File: src/rtl/xlate_pkg.sv
package xlate_pkg;
  typedef enum logic [1:0] {
    WALK_IDLE  = 2'd0,
    WALK_ISSUE = 2'd1,
    WALK_WAIT  = 2'd2
  } walk_state_t;
endpackage

File: src/rtl/tlb_cam.sv
module tlb_cam #(
  parameter int ENTRIES = 32,
  parameter int VPN_W   = 20,
  parameter int FRAME_W = 20,
  localparam int IDX_W  = $clog2(ENTRIES)
) (
  input  logic               clk,
  input  logic               rst_n,
  input  logic               clear,
  input  logic [VPN_W-1:0]   lk_vpn,
  output logic               hit,
  output logic [FRAME_W-1:0] hit_frame,
  output logic [ENTRIES-1:0] match_vec,
  output logic [ENTRIES-1:0] valid_vec,
  input  logic               fill_en,
  input  logic [IDX_W-1:0]   fill_idx,
  input  logic [VPN_W-1:0]   fill_vpn,
  input  logic [FRAME_W-1:0] fill_frame
);
  logic [FRAME_W-1:0] frame_arr [ENTRIES];

  for (genvar e = 0; e < ENTRIES; e++) begin : g_slot
    logic               v_q;
    logic [VPN_W-1:0]   tag_q;
    logic [FRAME_W-1:0] frm_q;
    logic               sel;

    assign sel = fill_en && (fill_idx == IDX_W'(e));

    always_ff @(posedge clk or negedge rst_n) begin
      if (!rst_n)      v_q <= 1'b0;
      else if (clear)  v_q <= 1'b0;
      else if (sel)    v_q <= 1'b1;
    end

    always_ff @(posedge clk) begin
      if (sel) begin
        tag_q <= fill_vpn;
        frm_q <= fill_frame;
      end
    end

    assign valid_vec[e] = v_q;
    assign match_vec[e] = v_q && (tag_q == lk_vpn);
    assign frame_arr[e] = frm_q;
  end

  assign hit = |match_vec;

  always_comb begin
    hit_frame = '0;
    for (int i = 0; i < ENTRIES; i++) begin
      if (match_vec[i]) hit_frame = hit_frame | frame_arr[i];
    end
  end
endmodule

File: src/rtl/tlb_victim.sv
module tlb_victim #(
  parameter int ENTRIES = 32,
  localparam int IDX_W  = $clog2(ENTRIES)
) (
  input  logic               clk,
  input  logic               rst_n,
  input  logic [ENTRIES-1:0] valid_vec,
  input  logic               fill_en,
  output logic [IDX_W-1:0]   victim_idx
);
  logic [IDX_W-1:0] rr_q;
  logic [IDX_W-1:0] free_idx;
  logic             free_found;

  always_comb begin
    free_found = 1'b0;
    free_idx   = '0;
    for (int i = ENTRIES - 1; i >= 0; i--) begin
      if (!valid_vec[i]) begin
        free_found = 1'b1;
        free_idx   = IDX_W'(i);
      end
    end
  end

  assign victim_idx = free_found ? free_idx : rr_q;

  always_ff @(posedge clk or negedge rst_n) begin
    if (!rst_n) rr_q <= '0;
    else if (fill_en)
      rr_q <= (rr_q == IDX_W'(ENTRIES - 1)) ? '0 : rr_q + 1'b1;
  end
endmodule

File: src/rtl/xlate_counters.sv
module xlate_counters #(
  parameter int CNT_W = 32
) (
  input  logic             clk,
  input  logic             rst_n,
  input  logic             hit_evt,
  input  logic             miss_evt,
  output logic [CNT_W-1:0] hit_count,
  output logic [CNT_W-1:0] miss_count
);
  always_ff @(posedge clk or negedge rst_n) begin
    if (!rst_n) begin
      hit_count  <= '0;
      miss_count <= '0;
    end else begin
      if (hit_evt)  hit_count  <= hit_count + 1'b1;
      if (miss_evt) miss_count <= miss_count + 1'b1;
    end
  end
endmodule

File: src/rtl/page_xlate_top.sv
module page_xlate_top
  import xlate_pkg::*;
#(
  parameter int VA_W    = 32,
  parameter int PA_W    = 32,
  parameter int OFF_W   = 12,
  parameter int ENTRIES = 32,
  parameter int CNT_W   = 32,
  localparam int VPN_W   = VA_W - OFF_W,
  localparam int FRAME_W = PA_W - OFF_W,
  localparam int PTE_W   = FRAME_W + 1,
  localparam int IDX_W   = $clog2(ENTRIES)
) (
  input  logic             clk,
  input  logic             rst_n,
  input  logic             req_valid,
  output logic             req_ready,
  input  logic [VA_W-1:0]  req_vaddr,
  output logic             resp_valid,
  output logic [PA_W-1:0]  resp_paddr,
  output logic             resp_fault,
  output logic             mem_rd_en,
  output logic [PA_W-1:0]  mem_rd_addr,
  input  logic             mem_rd_valid,
  input  logic [PTE_W-1:0] mem_rd_data,
  input  logic             ptbr_we,
  input  logic [PA_W-1:0]  ptbr_wdata,
  input  logic             flush,
  output logic [CNT_W-1:0] hit_count,
  output logic [CNT_W-1:0] miss_count
);
  function automatic logic [VPN_W-1:0] vpn_of(input logic [VA_W-1:0] va);
    return va[VA_W-1:OFF_W];
  endfunction

  function automatic logic [OFF_W-1:0] off_of(input logic [VA_W-1:0] va);
    return va[OFF_W-1:0];
  endfunction

  function automatic logic [PA_W-1:0] pte_addr(input logic [PA_W-1:0] base,
                                               input logic [VPN_W-1:0] vpn);
    return base + PA_W'(vpn);
  endfunction

  function automatic logic [PA_W-1:0] join_pa(input logic [FRAME_W-1:0] frm,
                                              input logic [OFF_W-1:0] off);
    return {frm, off};
  endfunction

  function automatic logic pte_ok(input logic [PTE_W-1:0] pte);
    return pte[0];
  endfunction

  function automatic logic [FRAME_W-1:0] pte_frame(input logic [PTE_W-1:0] pte);
    return pte[FRAME_W:1];
  endfunction

  walk_state_t        state_q;
  logic [VPN_W-1:0]   sv_vpn_q;
  logic [OFF_W-1:0]   sv_off_q;
  logic [PA_W-1:0]    ptbr_q;
  logic               resp_valid_q;
  logic               resp_fault_q;
  logic [PA_W-1:0]    resp_paddr_q;

  logic               cam_hit;
  logic [FRAME_W-1:0] cam_frame;
  logic [ENTRIES-1:0] cam_match;
  logic [ENTRIES-1:0] cam_valid;
  logic               cam_clear;
  logic               fill_en;
  logic [IDX_W-1:0]   fill_idx;
  logic               accept;
  logic               lookup_hit;
  logic               lookup_miss;
  logic               walk_done;

  assign req_ready   = (state_q == WALK_IDLE);
  assign accept      = req_valid && req_ready;
  assign lookup_hit  = accept && cam_hit;
  assign lookup_miss = accept && !cam_hit;
  assign walk_done   = (state_q == WALK_WAIT) && mem_rd_valid;
  assign fill_en     = walk_done && pte_ok(mem_rd_data);
  assign cam_clear   = flush || ptbr_we;

  assign mem_rd_en   = (state_q == WALK_ISSUE);
  assign mem_rd_addr = pte_addr(ptbr_q, sv_vpn_q);

  assign resp_valid  = resp_valid_q;
  assign resp_fault  = resp_fault_q;
  assign resp_paddr  = resp_paddr_q;

  tlb_cam #(
    .ENTRIES (ENTRIES),
    .VPN_W   (VPN_W),
    .FRAME_W (FRAME_W)
  ) u_cam (
    .clk        (clk),
    .rst_n      (rst_n),
    .clear      (cam_clear),
    .lk_vpn     (vpn_of(req_vaddr)),
    .hit        (cam_hit),
    .hit_frame  (cam_frame),
    .match_vec  (cam_match),
    .valid_vec  (cam_valid),
    .fill_en    (fill_en),
    .fill_idx   (fill_idx),
    .fill_vpn   (sv_vpn_q),
    .fill_frame (pte_frame(mem_rd_data))
  );

  tlb_victim #(
    .ENTRIES (ENTRIES)
  ) u_victim (
    .clk        (clk),
    .rst_n      (rst_n),
    .valid_vec  (cam_valid),
    .fill_en    (fill_en),
    .victim_idx (fill_idx)
  );

  xlate_counters #(
    .CNT_W (CNT_W)
  ) u_cnt (
    .clk        (clk),
    .rst_n      (rst_n),
    .hit_evt    (lookup_hit),
    .miss_evt   (lookup_miss),
    .hit_count  (hit_count),
    .miss_count (miss_count)
  );

  always_ff @(posedge clk or negedge rst_n) begin
    if (!rst_n) begin
      state_q      <= WALK_IDLE;
      sv_vpn_q     <= '0;
      sv_off_q     <= '0;
      ptbr_q       <= '0;
      resp_valid_q <= 1'b0;
      resp_fault_q <= 1'b0;
      resp_paddr_q <= '0;
    end else begin
      resp_valid_q <= 1'b0;
      resp_fault_q <= 1'b0;
      if (ptbr_we) ptbr_q <= ptbr_wdata;
      case (state_q)
        WALK_IDLE: begin
          if (lookup_hit) begin
            resp_valid_q <= 1'b1;
            resp_paddr_q <= join_pa(cam_frame, off_of(req_vaddr));
          end else if (lookup_miss) begin
            sv_vpn_q <= vpn_of(req_vaddr);
            sv_off_q <= off_of(req_vaddr);
            state_q  <= WALK_ISSUE;
          end
        end
        WALK_ISSUE: state_q <= WALK_WAIT;
        WALK_WAIT: begin
          if (walk_done) begin
            resp_valid_q <= 1'b1;
            state_q      <= WALK_IDLE;
            if (pte_ok(mem_rd_data)) begin
              resp_paddr_q <= join_pa(pte_frame(mem_rd_data), sv_off_q);
            end else begin
              resp_fault_q <= 1'b1;
              resp_paddr_q <= '0;
            end
          end
        end
        default: state_q <= WALK_IDLE;
      endcase
    end
  end
endmodule

File: config.mk
export PLATFORM = sky130hd
export DESIGN_NAME = page_xlate_top
export DESIGN_NICKNAME = d
export VERILOG_FILES = /design/src/rtl/xlate_pkg.sv /design/src/rtl/tlb_cam.sv /design/src/rtl/tlb_victim.sv /design/src/rtl/xlate_counters.sv /design/src/rtl/page_xlate_top.sv
export SDC_FILE = /design/constraint.sdc
export NUM_CORES = 2
export LEC_CHECK = 0
export ABC_CLOCK_PERIOD_IN_PS = 6100
export BUFFER_PORTS_ARGS = -buffer_cell sky130_fd_sc_hd__buf_2
export CAP_MARGIN = 20
export CORE_ASPECT_RATIO = 0.9
export CORE_UTILIZATION = 45
export DETAILED_ROUTE_END_ITERATION = 10
export GPL_TIMING_DRIVEN = 0
export HOLD_SLACK_MARGIN = 0.1
export PLACE_DENSITY = 0.66
export REMOVE_ABC_BUFFERS = 1
export SYNTH_ARGS = -nofsm -noshare
export SYNTH_HDL_FRONTEND = slang
export SYNTH_HIERARCHICAL = 1
export SYNTH_SLANG_ARGS = --single-unit
File: constraint.sdc
create_clock -name clk -period 6.1 [get_ports clk]
set_input_delay 0.61 -clock clk [delete_from_list [all_inputs] [get_ports clk]]
set_output_delay 0.61 -clock clk [all_outputs]
set_load 0.01 [all_outputs]
# --- Word-level counts from Yosys, hierarchy flattened ---
# Cells that the tools add are included.
totals:
  inputBits: 91
  reg_bits: 1481
  elab_cells: 498
  output_inout_bits: 132
classes:
  n_reduce_logical: 110
  bitwise_logic: 32
  addsub: 4
  mux: 176
  eq_ne: 70
op_table:
  columns: ["operator", "count"]
  rows:
  - ["== test 20 bit", 32]
  - ["two-way mux 20 bit", 32]
  - ["bitwise OR 20 bit", 31]
  - ["two-way mux 5 bit", 34]
  - ["two-way mux 1 bit", 101]
  - ["two-way mux 32 bit", 3]
  - ["== test 5 bit (second input constant)", 17]
  - ["logical AND 1 bit", 69]
  - ["nonzero test 2 bit", 33]
  - ["adder 32 x 1 -> 32 bit (second input constant)", 2]
  - ["case mux 32 bit (2 select lines)", 1]
  - ["== test 5 x 4 -> 1 bit (second input constant)", 8]
  - ["adder 32 x 20 -> 32 bit", 1]
  - ["OR reduction 32 bit", 1]
  - ["== test 5 x 3 -> 1 bit (second input constant)", 4]
  - ["== test 5 x 2 -> 1 bit (second input constant)", 2]
  - ["AND reduction 3 bit", 3]
  - ["two-way mux 2 bit", 3]
  - ["case mux 2 bit (3 select lines)", 1]
  - ["adder 5 x 1 -> 5 bit (second input constant)", 1]
  - ["== test 5 x 1 -> 1 bit (second input constant)", 1]
  - ["zero test 5 bit", 1]
  - ["!= test 2 x 1 -> 1 bit (second input constant)", 2]
  - ["!= test 2 bit (second input constant)", 2]
  - ["7 further kinds", 7]

# --- Depth between registers and ports, before layout ---
logic_depth:
  ltp_word: 67
  ltp_mapped: 17
  mapped_depth_nobuf: 12

# --- Cells and area by module ---
# Netlist, hierarchy kept.
modules_own_cells:
  columns: ["mod", "n_inst", "area_per_inst_um2", "seq_area_each_um2", "cells_per_inst"]
  rows:
  - ["tlb_cam", 1, 53241.1, 39237.6, 3445]
  - ["page_xlate_top", 1, 5325.1, 2502.4, 516]
  - ["xlate_counters", 1, 2839.0, 1601.5, 241]
  - ["tlb_victim", 1, 663.1, 125.1, 96]

# --- Worst setup path after synthesis ---
# No wires, ideal clock.
synth_timing:
  path_kind: "register to register"
  from: "register u_cam.g_slot[13].v_q"
  to: "register u_cam.g_slot[1].frm_q[0], enable pin"
  setup_ns: 0.489
  setup_slack_ns: 0.703
  arrival_ns: 4.907
  t_required_ns: 5.611
  stages_incl_launch_ff: 11
  cell_sequence: "dfrtp_1 > buf_4 > or2b_1 > a21boi_1 > or4_1 > o211ai_2 > a32o_1 > clkbuf_1 > nand2b_1 > nand2b_1 > nor3_1"
synth_via:
  elab_chain_cells: 17
  word_cells_on_any_way: 31
  classes_between: "1 x eq/ne; 29 x mux; 1 x reduce/logical"
synth_lines:
  columns: ["item", "line", "rtl"]
  rows:
  - ["start: declaration", "tlb_cam.sv:23", "logic v_q;"]
  - ["start signal: assignment", "tlb_cam.sv:31", "if (!rst_n) v_q <= 1'b0;"]
  - ["start signal: assignment", "tlb_cam.sv:32", "else if (clear) v_q <= 1'b0;"]
  - ["start signal: assignment", "tlb_cam.sv:33", "else if (sel) v_q <= 1'b1;"]
  - ["two-way mux 5 bit or two-way mux 1 bit (tied branches) (14 in a row)", "tlb_victim.sv:19", "if (!valid_vec[i]) begin"]
  - ["two-way mux 5 bit (*)", "tlb_victim.sv:26", "assign victim_idx = free_found ? free_idx : rr_q;"]
  - ["net fill_idx[0]", "page_xlate_top.sv:72", "logic [IDX_W-1:0] fill_idx;"]
  - ["== test 5 x 1 -> 1 bit (*)", "tlb_cam.sv:28", "assign sel = fill_en && (fill_idx == IDX_W'(e));"]
  - ["logical AND 1 bit (*)", "tlb_cam.sv:28", null]
  - ["net u_cam.g_slot[1].sel", "tlb_cam.sv:26", "logic sel;"]
  - ["end signal: assignment", "tlb_cam.sv:39", "frm_q <= fill_frame;"]
  - ["end: declaration", "tlb_cam.sv:25", "logic [FRAME_W-1:0] frm_q;"]
# Mark *: on every way through the listed nets, which the timed path passes. The rest lies on a longest branch.
# A chain may end at the register's enable or synchronous reset.

# --- Worst setup path in the final report ---
layout_timing:
  from: "input port req_vaddr[23]"
  to: "register u_cnt.miss_count[31]"
layout_via:
  elab_chain_cells: 5
  word_cells_on_any_way: 67
  classes_between: "32 x eq/ne; 35 x reduce/logical"
layout_lines:
  columns: ["item", "line", "rtl"]
  rows:
  - ["start: declaration", "page_xlate_top.sv:18", "input logic [VA_W-1:0] req_vaddr,"]
  - ["== test 20 bit", "tlb_cam.sv:44", "assign match_vec[e] = v_q && (tag_q == lk_vpn);"]
  - ["logical AND 1 bit", "tlb_cam.sv:44", null]
  - ["net cam_match[1]", "page_xlate_top.sv:68", "logic [ENTRIES-1:0] cam_match;"]
  - ["OR reduction 32 bit", "tlb_cam.sv:48", "assign hit = |match_vec;"]
  - ["net cam_hit", "page_xlate_top.sv:66", "logic cam_hit;"]
  - ["zero test 1 bit", "page_xlate_top.sv:81", "assign lookup_miss = accept && !cam_hit;"]
  - ["logical AND 1 bit", "page_xlate_top.sv:81", null]
  - ["end signal: assignment", "xlate_counters.sv:17", "if (miss_evt) miss_count <= miss_count + 1'b1;"]
  - ["end: declaration", "xlate_counters.sv:9", "output logic [CNT_W-1:0] miss_count"]
# The timed path passes the listed nets, and every way through them passes these cells.

==> results.sh <==
export IMPL_status="complete, no violations"
export IMPL_arrival_ns=5.97
export IMPL_die_w_um=393
export IMPL_place_ws_ns=0.0882
export IMPL_final_setup_worst_slack_ns=0.778
export IMPL_r2r_cells=12
export IMPL_nNetsFinal=4738
export IMPL_grtUsageTotal_pct=25.2
export IMPL_cp_max_fo=21
export IMPL_hold_path_class="primary input to flop"
export IMPL_place_hpwl_mm=108
export IMPL_postCtsSetupRepairBufs=0
export IMPL_viasPerCell=5.97
export IMPL_holdPathStages=3
export IMPL_required_ns=6.75
export IMPL_ant_nets=0
export IMPL_slew_violations=0
export IMPL_grt_pass1_vias=38200
export IMPL_hold_start="req_valid"
export IMPL_drc=0
export IMPL_fp_dieH_um=354
export IMPL_synth_main_ff_cell="edfxtp_1"
export IMPL_hold_viol=0
export IMPL_finalSetupViolCount=0
export IMPL_rsz0062_at_grt="no"
export IMPL_final_setup_skew_ns=0.0308
export IMPL_maxSlewHeadroom_pct=14.5
export IMPL_start_util_pct=45.6
export IMPL_critPathCaptureType="flop"
export IMPL_synth_distinct_cells=70
export IMPL_wl_per_cell_um=27.1
export IMPL_overflow=0
export IMPL_seq_area_frac_synth_pct=70.0
export IMPL_grt_pass1_wl_mm=259
export IMPL_dr_total_vias=39200
export IMPL_drv_cap=0
export IMPL_htree_levels=4
export IMPL_layout_drive_gt1_share_pct=16.9
export IMPL_async_flop_share_pct=13.6
export IMPL_final_period_utilization_pct=87.2
export IMPL_tightest_slew_ns=1.27
export IMPL_ys_ff_latch=1481
export IMPL_num_rows=128
export IMPL_r2r_end="u_cnt/hit_count[22]$_DFFE_PN0P_"
export IMPL_cts_tree="yes"
export IMPL_period_needed_ns=5.32
export IMPL_ios=223
export IMPL_wirelength_mm=178
export IMPL_crit_type="primary input to flop"
export IMPL_place_inst=6229
export IMPL_power_density_nw_per_um2=349
export IMPL_die_area_um2=139000
export IMPL_firstDrtPassIters=6
export IMPL_root_buffer="clkbuf_16"
export IMPL_timing_fmax_mhz=188
export IMPL_drt_iter0_markers=4958
export IMPL_syn_avg_cell_area_um2=14.4
export IMPL_p_leak_nw=24.4
export IMPL_cts_buffers=152
export IMPL_synthCells=4298
export IMPL_synthesis_area_um2=62100
export IMPL_grt_max_degree=113
export IMPL_antenna_found_initial=7
export IMPL_core_area_um2=136000
export IMPL_finalNonFillerCells=6571
export IMPL_ir_drop_mv=0.255
export IMPL_insertion_delay_ns=0.78
export IMPL_cts_sinks=1481
export IMPL_synth_edf_count=1280
export IMPL_min_to="state_q[0]$_DFFE_PN0P_"
export IMPL_synthToLayoutAreaGrowth_pct=16.5
export IMPL_crit_start="req_vaddr[23]"
export IMPL_r2r_start="u_cam/g_slot[8].tag_q[10]$_DFFE_PP_"
export IMPL_clk_pin_slew_ns=0.06
export IMPL_gp_congestion=0.859
export IMPL_yosys_warnings=6
export IMPL_io_buffers=222
export IMPL_cp_start_kind="primary input"
export IMPL_rrSetupSlack_ns=1.06
export IMPL_clk_path_buf_depth=3
## how the worst max path moves through the flow
stage,slack (ns),depth (start not counted),end
2_1_floorplan,0.72,5,u_cam/g_slot[3].frm_q[0]$_DFFE_PP_
3_3_place_gp,-4.27,13,u_cnt/miss_count[31]$_DFFE_PN0P_
3_5_place_dp,0.09,14,u_cnt/hit_count[24]$_DFFE_PN0P_
4_1_cts,0.84,14,u_cnt/hit_count[22]$_DFFE_PN0P_
5_1_grt,0.60,14,u_cnt/hit_count[22]$_DFFE_PN0P_
6_report,0.78,14,u_cnt/miss_count[31]$_DFFE_PN0P_
## worst max-delay path: stages
cell     delay, ns
buf_2         0.53
buf_12        0.29
xor2_1        0.17
nor4_1        0.09
and3_1        0.58
and2_1        0.39
nor4_1        0.45
and4_1        0.28
nand4_1       0.35
nor2_4        0.69
nand4_1       0.32
nor3_2        0.75
nand4_1       0.22
xnor2_1       0.18
## per-stage QoR
stage | util (%) | total power [mW] | hold slack [ns] | TNS [ns] | instance area [um^2]
after global placement | 46.8 | 15.8 | 0.456 | -1993.77 | 63700
after floorplan | - | 13.9 | 0.314 | 0 | 60300
after detailed placement | 49.0 | 16.2 | 0.458 | 0 | 66700
final | 53.1 | 25.2 | 0.143 | 0 | 72300
after global routing | 53.1 | 25.9 | 0.148 | 0 | 72300
after CTS | 52.9 | 25.3 | 0.107 | 0 | 72100
## layer usage
| layer | global-route usage (%) | wire [um] |
|---|---|---|
| met1 | 34.8 | 72000 |
| met3 | 5.27 | 16900 |
| met5 | 0 | 38 |
| met2 | 40.4 | 85000 |
| met4 | 7.10 | 4210 |
## synth_stat cells, types with 17 or more instances
cell type / n / area [um^2]
edfxtp_1: 1280 / 38400
nor3_1: 17 / 85.1
buf_2: 104 / 521
and2_1: 33 / 206
xor2_1: 142 / 1240
clkbuf_1: 80 / 300
o21ai_0: 51 / 255
dfrtp_1: 201 / 5030
and3_1: 79 / 494
a21oi_1: 62 / 310
buf_6: 38 / 428
nand2_1: 108 / 405
mux2_2: 67 / 754
nor2_1: 116 / 435
nor4_1: 101 / 632
nand3_1: 667 / 3340
nand4_1: 337 / 2110
xnor2_1: 582 / 5100
inv_1: 20 / 75.1
buf_4: 58 / 435
ha_1: 24 / 300
## sequential cells by signal (all words and copies together) (netlist names)
signal,flops
u_cam/g_slot.frm_q,640
u_cam/g_slot.tag_q,640
ptbr_q,32
resp_paddr,32
u_cam/g_slot.v_q,32
u_cnt/hit_count,32
u_cnt/miss_count,32
sv_vpn_q,20
sv_off_q,12
u_victim/rr_q,5
state_q,2
resp_fault,1
resp_valid,1
## area by class of cell
class | instances | area [um^2]
inverter | 20 | 75.1
antenna | 3 | 7.51
fill | 11000 | 63800
timing repair buffer | 455 | 4250
tap | 1820 | 2280
clock inverter | 79 | 826
clock buffer | 201 | 4080
multi-input combinational | 2512 | 17300
sequential | 1481 | 43500
## cell families after synthesis
group                    synth area share [%]
AND/OR/NAND/NOR                          13.5
flip-flops                               70.0
XOR/XNOR                                 10.2
buffers and inverters                    2.93
AO/OA/AOI/OAI                            1.60
multiplexers                             1.25
adder cells (fa/ha/maj)                 0.516
## placed cells by master, fill, tap and decap left out, types with 46 or more instances in the layout
cell type,count
edfxtp_1,1280
dlygate4sd3_1,46
xnor2_1,582
and3_1,79
dfrtp_1,181
buf_4,67
clkbuf_16,156
nand2_1,108
buf_2,217
a21oi_1,61
nand3_1,667
o21ai_0,51
mux2_2,67
nor4_1,81
xor2_1,142
nand4_1,337
buf_6,52
nor2_1,91
## report_power, final
group	internal (mW)	leakage (nW)	switching [mW]
Combinational	1.20	7.90	2.28
Clock	5.25	2.39	3.90
Sequential	11.9	14.1	0.634
## timing repair
item                      in CTS  in global routing
hold endpoints to repair     157                  0
hold buffers                  46                  0
gates resized for setup        0                  0
No activity file was read; power rests on OpenSTA's default activity.
